<file path="config.mk">
export PLATFORM = sky130hd
export DESIGN_NAME = padded_vertex_calc
export DESIGN_NICKNAME = d
export VERILOG_FILES = /design/src/rtl/pad_pkg.sv /design/src/rtl/lead_one_pos.sv /design/src/rtl/small_pad_lut.sv /design/src/rtl/lead_pattern_pad.sv /design/src/rtl/padded_vertex_calc.sv
export SDC_FILE = /design/constraint.sdc
export NUM_CORES = 1
export LEC_CHECK = 0
export BUFFER_PORTS_ARGS = -buffer_cell sky130_fd_sc_hd__buf_2
export CAP_MARGIN = 25
export CORE_ASPECT_RATIO = 0.75
export CORE_MARGIN = 10
export CORE_UTILIZATION = 45
export CTS_CLUSTER_SIZE = 30
export DETAILED_ROUTE_END_ITERATION = 16
export GPL_TIMING_DRIVEN = 1
export REMOVE_ABC_BUFFERS = 1
export SLEW_MARGIN = 20
export SYNTH_ARGS = -nofsm -noshare
export SYNTH_HDL_FRONTEND = slang
export SYNTH_HIERARCHICAL = 1
export SYNTH_SLANG_ARGS = --single-unit
</file>
<file path="constraint.sdc">
create_clock -name clk -period 7.3 [get_ports clk]
set_input_delay 1.095 -clock clk [delete_from_list [all_inputs] [get_ports clk]]
set_output_delay 1.095 -clock clk [all_outputs]
set_load 0.1 [all_outputs]
</file>
<file path="src/rtl/pad_pkg.sv">
package pad_pkg;
  // odd-factor codes, where the odd factor is 2*code+1
  localparam int ODD_W    = 3;
  localparam logic [ODD_W-1:0] ODD_X1 = 3'd0;
  localparam logic [ODD_W-1:0] ODD_X3 = 3'd1;
  localparam logic [ODD_W-1:0] ODD_X5 = 3'd2;
  localparam logic [ODD_W-1:0] ODD_X7 = 3'd3;
  localparam logic [ODD_W-1:0] ODD_X9 = 3'd4;
  // counts below this use the bucket table
  localparam int SMALL_LIMIT = 20;
  // bucket index width for counts below SMALL_LIMIT (count >> 2)
  localparam int BUCKET_W = 3;
endpackage

</file>
<file path="src/rtl/lead_one_pos.sv">
module lead_one_pos #(
  parameter int W     = 32,
  parameter int POS_W = $clog2(W)
) (
  input  logic [W-1:0]     vec,
  output logic [POS_W-1:0] pos
);
  always_comb begin
    pos = '0;
    for (int i = 0; i < W; i++) begin
      if (vec[i]) pos = POS_W'(i);
    end
  end
endmodule

</file>
<file path="src/rtl/small_pad_lut.sv">
module small_pad_lut #(
  parameter int CNT_W   = 32,
  parameter int SHIFT_W = $clog2(CNT_W)
) (
  input  logic [pad_pkg::BUCKET_W-1:0] bucket,
  output logic [CNT_W-1:0]             padded,
  output logic [SHIFT_W-1:0]           shift,
  output logic [pad_pkg::ODD_W-1:0]    odd
);
  import pad_pkg::*;
  always_comb begin
    padded = CNT_W'((32'(bucket) + 32'd1) << 2);
    unique case (bucket)
      3'd0:    begin shift = SHIFT_W'(2); odd = ODD_X1; end
      3'd1:    begin shift = SHIFT_W'(3); odd = ODD_X1; end
      3'd2:    begin shift = SHIFT_W'(2); odd = ODD_X3; end
      3'd3:    begin shift = SHIFT_W'(4); odd = ODD_X1; end
      default: begin shift = SHIFT_W'(2); odd = ODD_X5; end
    endcase
  end
endmodule

</file>
<file path="src/rtl/lead_pattern_pad.sv">
module lead_pattern_pad #(
  parameter int CNT_W   = 32,
  parameter int SHIFT_W = $clog2(CNT_W)
) (
  input  logic [CNT_W-1:0]          count,
  input  logic [SHIFT_W-1:0]        msb_pos,
  output logic [CNT_W-1:0]          padded,
  output logic [SHIFT_W-1:0]        shift,
  output logic [pad_pkg::ODD_W-1:0] odd
);
  import pad_pkg::*;
  logic [SHIFT_W-1:0] n;
  logic [2:0]         follow;

  always_comb begin
    follow = 3'b000;
    n      = '0;
    if (msb_pos >= SHIFT_W'(3)) begin
      n      = msb_pos - SHIFT_W'(3);
      follow = {count[msb_pos - SHIFT_W'(1)],
                count[msb_pos - SHIFT_W'(2)],
                count[msb_pos - SHIFT_W'(3)]};
    end
  end

  always_comb begin
    casez (follow)
      3'b000: begin
        odd = ODD_X9; shift = n;
        padded = CNT_W'(9) << n;
      end
      3'b001: begin
        odd = ODD_X5; shift = n + SHIFT_W'(1);
        padded = CNT_W'(5) << (n + SHIFT_W'(1));
      end
      3'b01?: begin
        odd = ODD_X3; shift = n + SHIFT_W'(2);
        padded = CNT_W'(3) << (n + SHIFT_W'(2));
      end
      3'b10?: begin
        odd = ODD_X7; shift = n + SHIFT_W'(1);
        padded = CNT_W'(7) << (n + SHIFT_W'(1));
      end
      default: begin
        odd = ODD_X1; shift = n + SHIFT_W'(4);
        padded = CNT_W'(1) << (n + SHIFT_W'(4));
      end
    endcase
  end
endmodule

</file>
<file path="src/rtl/padded_vertex_calc.sv">
module padded_vertex_calc #(
  parameter int CNT_W   = 32,
  parameter int SHIFT_W = $clog2(CNT_W)
) (
  input  logic                      clk,
  input  logic                      rst,
  input  logic                      in_valid,
  input  logic [CNT_W-1:0]          in_count,
  output logic                      out_valid,
  output logic [CNT_W-1:0]          out_padded,
  output logic [SHIFT_W-1:0]        out_shift,
  output logic [pad_pkg::ODD_W-1:0] out_odd
);
  import pad_pkg::*;

  logic [SHIFT_W-1:0]  msb_pos;
  logic [CNT_W-1:0]    sm_padded, lg_padded, nx_padded;
  logic [SHIFT_W-1:0]  sm_shift, lg_shift, nx_shift;
  logic [ODD_W-1:0]    sm_odd, lg_odd, nx_odd;
  logic                is_small;

  lead_one_pos #(.W(CNT_W), .POS_W(SHIFT_W)) lead_i (
    .vec(in_count), .pos(msb_pos)
  );

  small_pad_lut #(.CNT_W(CNT_W), .SHIFT_W(SHIFT_W)) lut_i (
    .bucket(in_count[BUCKET_W+1:2]),
    .padded(sm_padded), .shift(sm_shift), .odd(sm_odd)
  );

  lead_pattern_pad #(.CNT_W(CNT_W), .SHIFT_W(SHIFT_W)) pat_i (
    .count(in_count), .msb_pos(msb_pos),
    .padded(lg_padded), .shift(lg_shift), .odd(lg_odd)
  );

  assign is_small = in_count < CNT_W'(SMALL_LIMIT);

  always_comb begin
    if (is_small) begin
      nx_padded = sm_padded; nx_shift = sm_shift; nx_odd = sm_odd;
    end else begin
      nx_padded = lg_padded; nx_shift = lg_shift; nx_odd = lg_odd;
    end
  end

  always_ff @(posedge clk) begin
    if (rst) begin
      out_valid  <= 1'b0;
      out_padded <= '0;
      out_shift  <= '0;
      out_odd    <= '0;
    end else begin
      out_valid <= in_valid;
      if (in_valid) begin
        out_padded <= nx_padded;
        out_shift  <= nx_shift;
        out_odd    <= nx_odd;
      end
    end
  end

  // input precondition: strobed counts stay below 2^(CNT_W-1)
  input_range_chk: assert property (@(posedge clk) disable iff (rst)
    in_valid |-> !in_count[CNT_W-1]);


  valid_latency_chk: assert property (@(posedge clk) disable iff (rst)
    out_valid == $past(in_valid));


  pad_above_chk: assert property (@(posedge clk) disable iff (rst)
    in_valid |=> out_padded > $past(in_count));


  quad_align_chk: assert property (@(posedge clk) disable iff (rst)
    out_valid |-> out_padded[1:0] == 2'b00);


  encode_match_chk: assert property (@(posedge clk) disable iff (rst)
    out_valid |-> out_padded == (CNT_W'(2 * out_odd + 1) << out_shift));


  odd_range_chk: assert property (@(posedge clk) disable iff (rst)
    out_odd <= ODD_X9);


  hold_chk: assert property (@(posedge clk) disable iff (rst)
    !$past(in_valid) |-> ($stable(out_padded) && $stable(out_shift) && $stable(out_odd)));
endmodule

</file>
== Yosys cells after proc, flatten, opt, wreduce, memory -nomap -nowiden ==
Cells that the tools add are included.

* $add $sub $neg: 7
* Multipliers: 0
* Div/mod/pow operators: 0
* $lt $le $gt $ge: 5
* Eq/ne operators: 6
* Shift-type cells: 5
* Multiplexer cells: 47
* Bitwise logic cells: 0
* Reductions and logical operators: 4

{| class="wikitable"
|+ Operator list
! operator !! number
|-
| $pmux 32 s4 || 1
|-
| $mux 5 || 18
|-
| $shl 3x5->32 const A || 2
|-
| $lt 32x5->1 const B || 1
|-
| $mux 32 || 1
|-
| $mux 4 || 8
|-
| $shl 1x5->32 const A || 1
|-
| $shl 2x5->32 const A || 1
|-
| $shl 4x5->32 const A || 1
|-
| $lt 5x6->1 const B || 3
|-
| $mux 3 || 6
|-
| $bmux 1 s5 || 3
|-
| $pmux 5 s3 || 1
|-
| $pmux 3 s4 || 1
|-
| $sub 5x2->5 const B || 2
|-
| $eq 3x1->1 const B || 2
|-
| $eq 3x2->1 const B || 2
|-
| $logic_not 3->1 || 2
|-
| $pmux 3 s2 || 1
|-
| $add 5x1->5 const B || 1
|-
| $add 5x2->5 const B || 1
|-
| $add 5x3->5 const B || 1
|-
| $ge 5x2->1 const B || 1
|-
| $sub 5x1->5 const B || 1
|-
| 8 further kinds || 12
|}

* Bits in registers: 41
* Bits in latches: 0
* RAM bits: 0
* ROM bits: 0
* Input port bits: 35
* Output and inout port bits: 41
* Memories kept: 0

== Longest topological paths before layout ==
* Word-level depth: 39
* Depth in mapped cells: 23
* Gate-level depth less buffers: 21

== Modules after synthesis ==
The synthesis kept the hierarchy.

{| class="wikitable"
|+ By module, submodules not included
! module !! times used !! cells an instance !! area each (um2)
|-
| lead_pattern_pad || 1 || 374 || 2824.0
|-
| padded_vertex_calc || 1 || 245 || 2168.3
|-
| lead_one_pos || 1 || 60 || 352.8
|-
| small_pad_lut || 1 || 47 || 352.8
|}

== Least setup slack after synthesis ==
OpenSTA, ideal clock, no wires.

* Kind: input -> register
* Start: input in_count[12]
* End: register out_padded[24]
* Library setup time: 0.091 ns
* Arrival: 6.003 ns
* Slack: 1.206 ns
* Cell stages on the path: 22
* Path through: or3_1 -> a221oi_1 -> o21ai_1 -> a221oi_2 -> buf_4 -> buf_6 -> inv_1 -> ha_1 -> xor2_1 -> mux4_2 -> mux2_2 -> a2111o_1 -> o211ai_2 -> inv_1 -> ha_1 -> or2_4 -> nand3b_4 -> or2_0 -> buf_2 -> o221ai_2 -> o21ai_0 -> a311oi_1

* Word-level cells in the longest chain between the ends: 27
* Elaborated cells on any way between the ends: 47
* Classes of those cells: add/sub: 6; order compare: 2; eq/ne: 3; shift: 5; mux: 30; reduce/logical: 1

{| class="wikitable"
|+ RTL lines
! item !! line !! text
|-
| start: declaration || padded_vertex_calc.sv:8 || <nowiki>input logic [CNT_W-1:0] in_count,</nowiki>
|-
| $mux 4 (*) (4 in a row) || lead_one_pos.sv:11 || <nowiki>if (vec[i]) pos = POS_W'(i);</nowiki>
|-
| $mux 5 (*) (16 in a row) || lead_one_pos.sv:11 ||
|-
| named net msb_pos[0] || padded_vertex_calc.sv:16 || <nowiki>logic [SHIFT_W-1:0] msb_pos;</nowiki>
|-
| $sub 5x2->5, or another cell as far along || lead_pattern_pad.sv:19, lead_pattern_pad.sv:22 ||
|-
| $bmux 1 s5, on equally long branches || lead_pattern_pad.sv:22, lead_pattern_pad.sv:20, lead_pattern_pad.sv:21 ||
|-
| $mux 1, on equally long branches || lead_pattern_pad.sv:22, lead_pattern_pad.sv:20, lead_pattern_pad.sv:21 ||
|-
| $mux 3 || lead_pattern_pad.sv:18 || <nowiki>if (msb_pos >= SHIFT_W'(3)) begin</nowiki>
|-
| $eq 3x1->1, or another cell as far along || lead_pattern_pad.sv:27 || <nowiki>casez (follow)</nowiki>
|-
| $pmux 32 s4 (*) || lead_pattern_pad.sv:27 ||
|-
| named net lg_padded[24] || padded_vertex_calc.sv:17 || <nowiki>logic [CNT_W-1:0] sm_padded, lg_padded, nx_padded;</nowiki>
|-
| $mux 32 (*) || padded_vertex_calc.sv:39 || <nowiki>if (is_small) begin</nowiki>
|-
| end signal: assignment || padded_vertex_calc.sv:55 || <nowiki>out_padded <= nx_padded;</nowiki>
|-
| end: declaration || padded_vertex_calc.sv:10 || <nowiki>output logic [CNT_W-1:0] out_padded,</nowiki>
|}

The timed path passes the listed nets; every way through them passes the cells marked *. The select of a mux whose other input is x is not followed.
A chain may end at the register's enable or synchronous reset.

== Worst setup path in the final report ==
* Start: input in_count[9]
* End: register out_padded[3]

* Word-level cells in the longest chain between the ends: 30
* Elaborated cells on any way between the ends: 50
* Classes of those cells: add/sub: 6; order compare: 2; eq/ne: 3; shift: 5; mux: 33; reduce/logical: 1

{| class="wikitable"
|+ RTL lines
! item !! line
|-
| $mux 4 (*) (7 in a row) || lead_one_pos.sv:11
|-
| $mux 5 (*) (16 in a row) || lead_one_pos.sv:11
|-
| named net msb_pos[2] || padded_vertex_calc.sv:16
|-
| $sub 5x2->5, or another cell as far along || lead_pattern_pad.sv:19, lead_pattern_pad.sv:22
|-
| $bmux 1 s5, on equally long branches || lead_pattern_pad.sv:22, lead_pattern_pad.sv:20, lead_pattern_pad.sv:21
|-
| $mux 1, on equally long branches || lead_pattern_pad.sv:22, lead_pattern_pad.sv:20, lead_pattern_pad.sv:21
|-
| $mux 3 || lead_pattern_pad.sv:18
|-
| $eq 3x1->1, or another cell as far along || lead_pattern_pad.sv:27
|-
| $pmux 32 s4 (*) || lead_pattern_pad.sv:27
|-
| named net lg_padded[3] || padded_vertex_calc.sv:17
|-
| $mux 32 (*) || padded_vertex_calc.sv:39
|}

Marks and branches as above.

==> qor.txt <==
Status: finished clean
Leakage: 2.31 nW
Clock Pin Slew Worst Setup and Hold Paths: 0.06 ns
VDD IR max: 0.000120 V
Number of top-level pins: 76
Setup TNS: 0 ns
Hold Fails Final Rpt: 0
Highest Clock Rate: 0.150 GHz
Crit-path cells: buf_2 > or4_1 > o21bai_1 > a21boi_1 > o211ai_2 > inv_1 > ha_1 > xnor2_1 > mux4_2 > a31oi_1 > and4_1 > ha_1 > nor2b_1 > and2_0 > a22oi_1 > o221ai_1 > o21ai_0 > a311oi_1
CTS resizes: 0
Fin. max-slew vios: 0
Dpl hpwl: 14900 um
Reg2Reg Launch Point: out_padded[3]
CTS Buf Count: 5
Cell repeated most along the worst path: ha_1
Fin nets: 830
Postcts setup bufs: 0
Via density: 6.40
FP Rows: 35
# diodes: 0
Crit path arrival time: 6.85 ns
Max cap viols: 0
Crit. End Element: flop
Pwr/cell area: 172 nW/um2
Worst EP required: 7.48 ns
# hold bufs at CTS: 0
Routed len/inst: 20.9 um
Endpoints failing setup: 0
RSZ-0062 raised after global routing: no
Seq/Total Area, Yosys: 14.4%
Normalized max-slew margin: 28.8%
Synth warn: 6
Crit path max-delay family: simple AND/OR/NAND/NOR gates
GRT Resource Usage Total: 21.4%
Main synth FF type: dfxtp_1
GR Overflow Total: 0
Post-synthesis compound-gate area fraction: 27.5%
Total power: 1.03 mW
Clock sink total: 41
Mux contribution to synthesized area: 11.8%
Share of cells above drive strength 1: 19.0%
Area Overhead vs Synth: 5.20%
Async set-reset flop share out of synthesis: 0%
Crit path largest cell delay: 0.59 ns
Netlist cell types: 73
Crit path max fanout: 11
Number of enable flip-flop cells after synthesis: 0
XOR/XNOR Fraction of Synth Area: 2.92%
Hold_sp: out_shift[4]
Hold worst-path end: out_shift[4]
Fill cells: 1317
TritonRoute pass-1 iters: 5
Mapped Area: 5700 um2
Synthesized flop and latch total: 41
Initial antenna violation count: 0
Initial detailed-routing violation count: 663
Clk_lat worst skew: 0.29 ns
Die area: 17600 um2
CTS root buffer: clkbuf_16
Mapped Avg Cell Area: 7.85 um2
Yosys top cell by area: dfxtp_1
Synth Instances: 726
Antenna Nets Post-Route: 0
Largest family of logic cells by synthesized area: compound AO/OA/AOI/OAI gates
Reg-to-reg endpoint: out_padded[3]
Die Ht: 117 um
Vias in the first global route: 5546
TritonCTS clock tree: done
Number of H-tree levels: 2
Die width: 150 um
Port Buffers: 75
Worst Clk Skew: 0 ns
Worst min-delay path category: reg2reg
Core area: 12300 um2
Min Hold Slack: 0.480 ns
CTS max path bufs: 2
Slowest-stage cell, CP: mux4_2
Via Count: 5986
Gp weighted congestion: 1.03
Tmin final: 6.67 ns
Simple-gate share of the synthesized area: 23.8%
Post-Synth Adder-Cell Area: 5.71%
Tcrit/Tclk final: 91.4%
WHS Path Cells: 2
Largest net degree at the start of global routing: 82
Overall routed net length: 19600 um
Area share of the leading cell type in the synthesized netlist: 14.4%
CP startpoint kind: input port
DRC viols: 0
FF-to-FF setup slack: 6.49 ns
Worst-Margin Slew: 1.06 ns
First-pass GRT wire length: 31100 um
Worst r2r path cells: 2
Starting Density: 46.1%
Kind of critical path: in2reg
Buf/Inv on CP: 2
Top post-synthesis cells by area: dfxtp_1, mux4_2, a311oi_1, nor2_1, ha_1
==> flip-flops by register name, summed over array words and instances (netlist names) <==
name	count
out_odd	3
out_padded	32
out_shift	5
out_valid	1
==> cells in the mapped netlist, drive strengths merged, types with 7 or more instances <==
library cell and number:
nor2 90, buf 54, o21ai 53, nand3 52, nand2 45, dfxtp 41, a311oi 40, clkbuf 32
ha 26, a22oi 25, inv 24, o221ai 21, mux2i 19, mux4 19, a21oi 17, xnor2 13
nor2b 12, nor4 11, and2 10, nor3 10, and3 9, a31oi 7, a32o 7, nand2b 7
or2 7
==> per-layer routing <==
| metal | track usage, % | wire [um] | part of all wire (%) |
|---|---|---|---|
| met3 | 5.19 | 1900 | 9.7 |
| met2 | 29.6 | 7960 | 41 |
| met4 | 3.64 | 217 | 1.1 |
| met5 | 0 | 0 | 0 |
| met1 | 32.4 | 9500 | 49 |
==> power breakdown <==
| group | switching, mW | internal (mW) | total (mW) |
|---|---|---|---|
| Combinational | 0.398 | 0.160 | 0.558 |
| Clock | 0.0926 | 0.134 | 0.227 |
| Sequential | 0.00768 | 0.241 | 0.248 |
==> logic make-up (layout without fill, tap and decap cells) <==
logic type | count (synthesis) | count (layout)
flip-flops | 41 | 41
multiplexers | 43 | 43
buffers and inverters | 111 | 124
AND/OR/NAND/NOR | 272 | 272
other | 1 | 31
XOR/XNOR | 19 | 19
adder cells (fa/ha/maj) | 26 | 26
AO/OA/AOI/OAI | 213 | 213
==> placed cells by master, fill, tap and decap left out, drive strengths merged, types with 5 or more instances in the layout <==
| master | n |
|---|---|
| clkbuf | 6 |
| a31oi | 7 |
| conb | 31 |
| nor3 | 10 |
| nor4 | 11 |
| mux2i | 19 |
| or3 | 5 |
| nor2 | 90 |
| and2 | 10 |
| nor2b | 12 |
| a21oi | 17 |
| mux2 | 5 |
| o21ai | 53 |
| a311oi | 40 |
| ha | 26 |
| and3 | 9 |
| xor2 | 6 |
| dfxtp | 41 |
| o221ai | 21 |
| xnor2 | 13 |
| o31ai | 6 |
| o211ai | 6 |
| a32o | 7 |
| or2 | 7 |
| mux4 | 19 |
| nand3 | 52 |
| nand2b | 7 |
| buf | 93 |
| inv | 24 |
| a22oi | 25 |
| nand2 | 45 |
==> worst register-to-register path, delay by kind of cell (launching register included) <==
kind	cells	cell delay, ns
AO/OA/AOI/OAI	1	0.32
flip-flops	1	0.34
AND/OR/NAND/NOR	1	0.05
==> worst max path at each step <==
stage / startpoint / endpoint / slack, ns / cells past startpoint
floorplan: in_count[12] / out_padded[24] / -0.68 / 19
global placement: in_count[9] / out_padded[24] / 0.64 / 18
detailed placement: in_count[9] / out_padded[31] / 0.47 / 18
CTS: in_count[9] / out_padded[3] / 0.75 / 18
global route: in_count[9] / out_padded[3] / 0.32 / 18
finish: in_count[9] / out_padded[3] / 0.63 / 18
==> stage by stage <==
| stage | instance area, um2 | util, % | setup slack, ns | cells |
|---|---|---|---|---|
| after floorplan | 5120 | - | -0.683 | 669 |
| after global placement | 5850 | 47.4 | 0.645 | 928 |
| after detailed placement | 5850 | 47.4 | 0.473 | 928 |
| after CTS | 5990 | 48.5 | 0.750 | 935 |
| after global routing | 5990 | 48.5 | 0.317 | 935 |
| final | 5990 | 48.5 | 0.628 | 935 |
==> cell type report <==
cell class,instances,area [um2],share of cell area [%]
timing repair buffer,93,510,8.52
tap,166,208,3.46
clock inverter,1,7.51,0.125
inverter,24,90.1,1.50
sequential,41,821,13.7
multi-input combinational,604,4220,70.4
clock buffer,6,139,2.32
No activity file was read; power rests on OpenSTA's default activity.
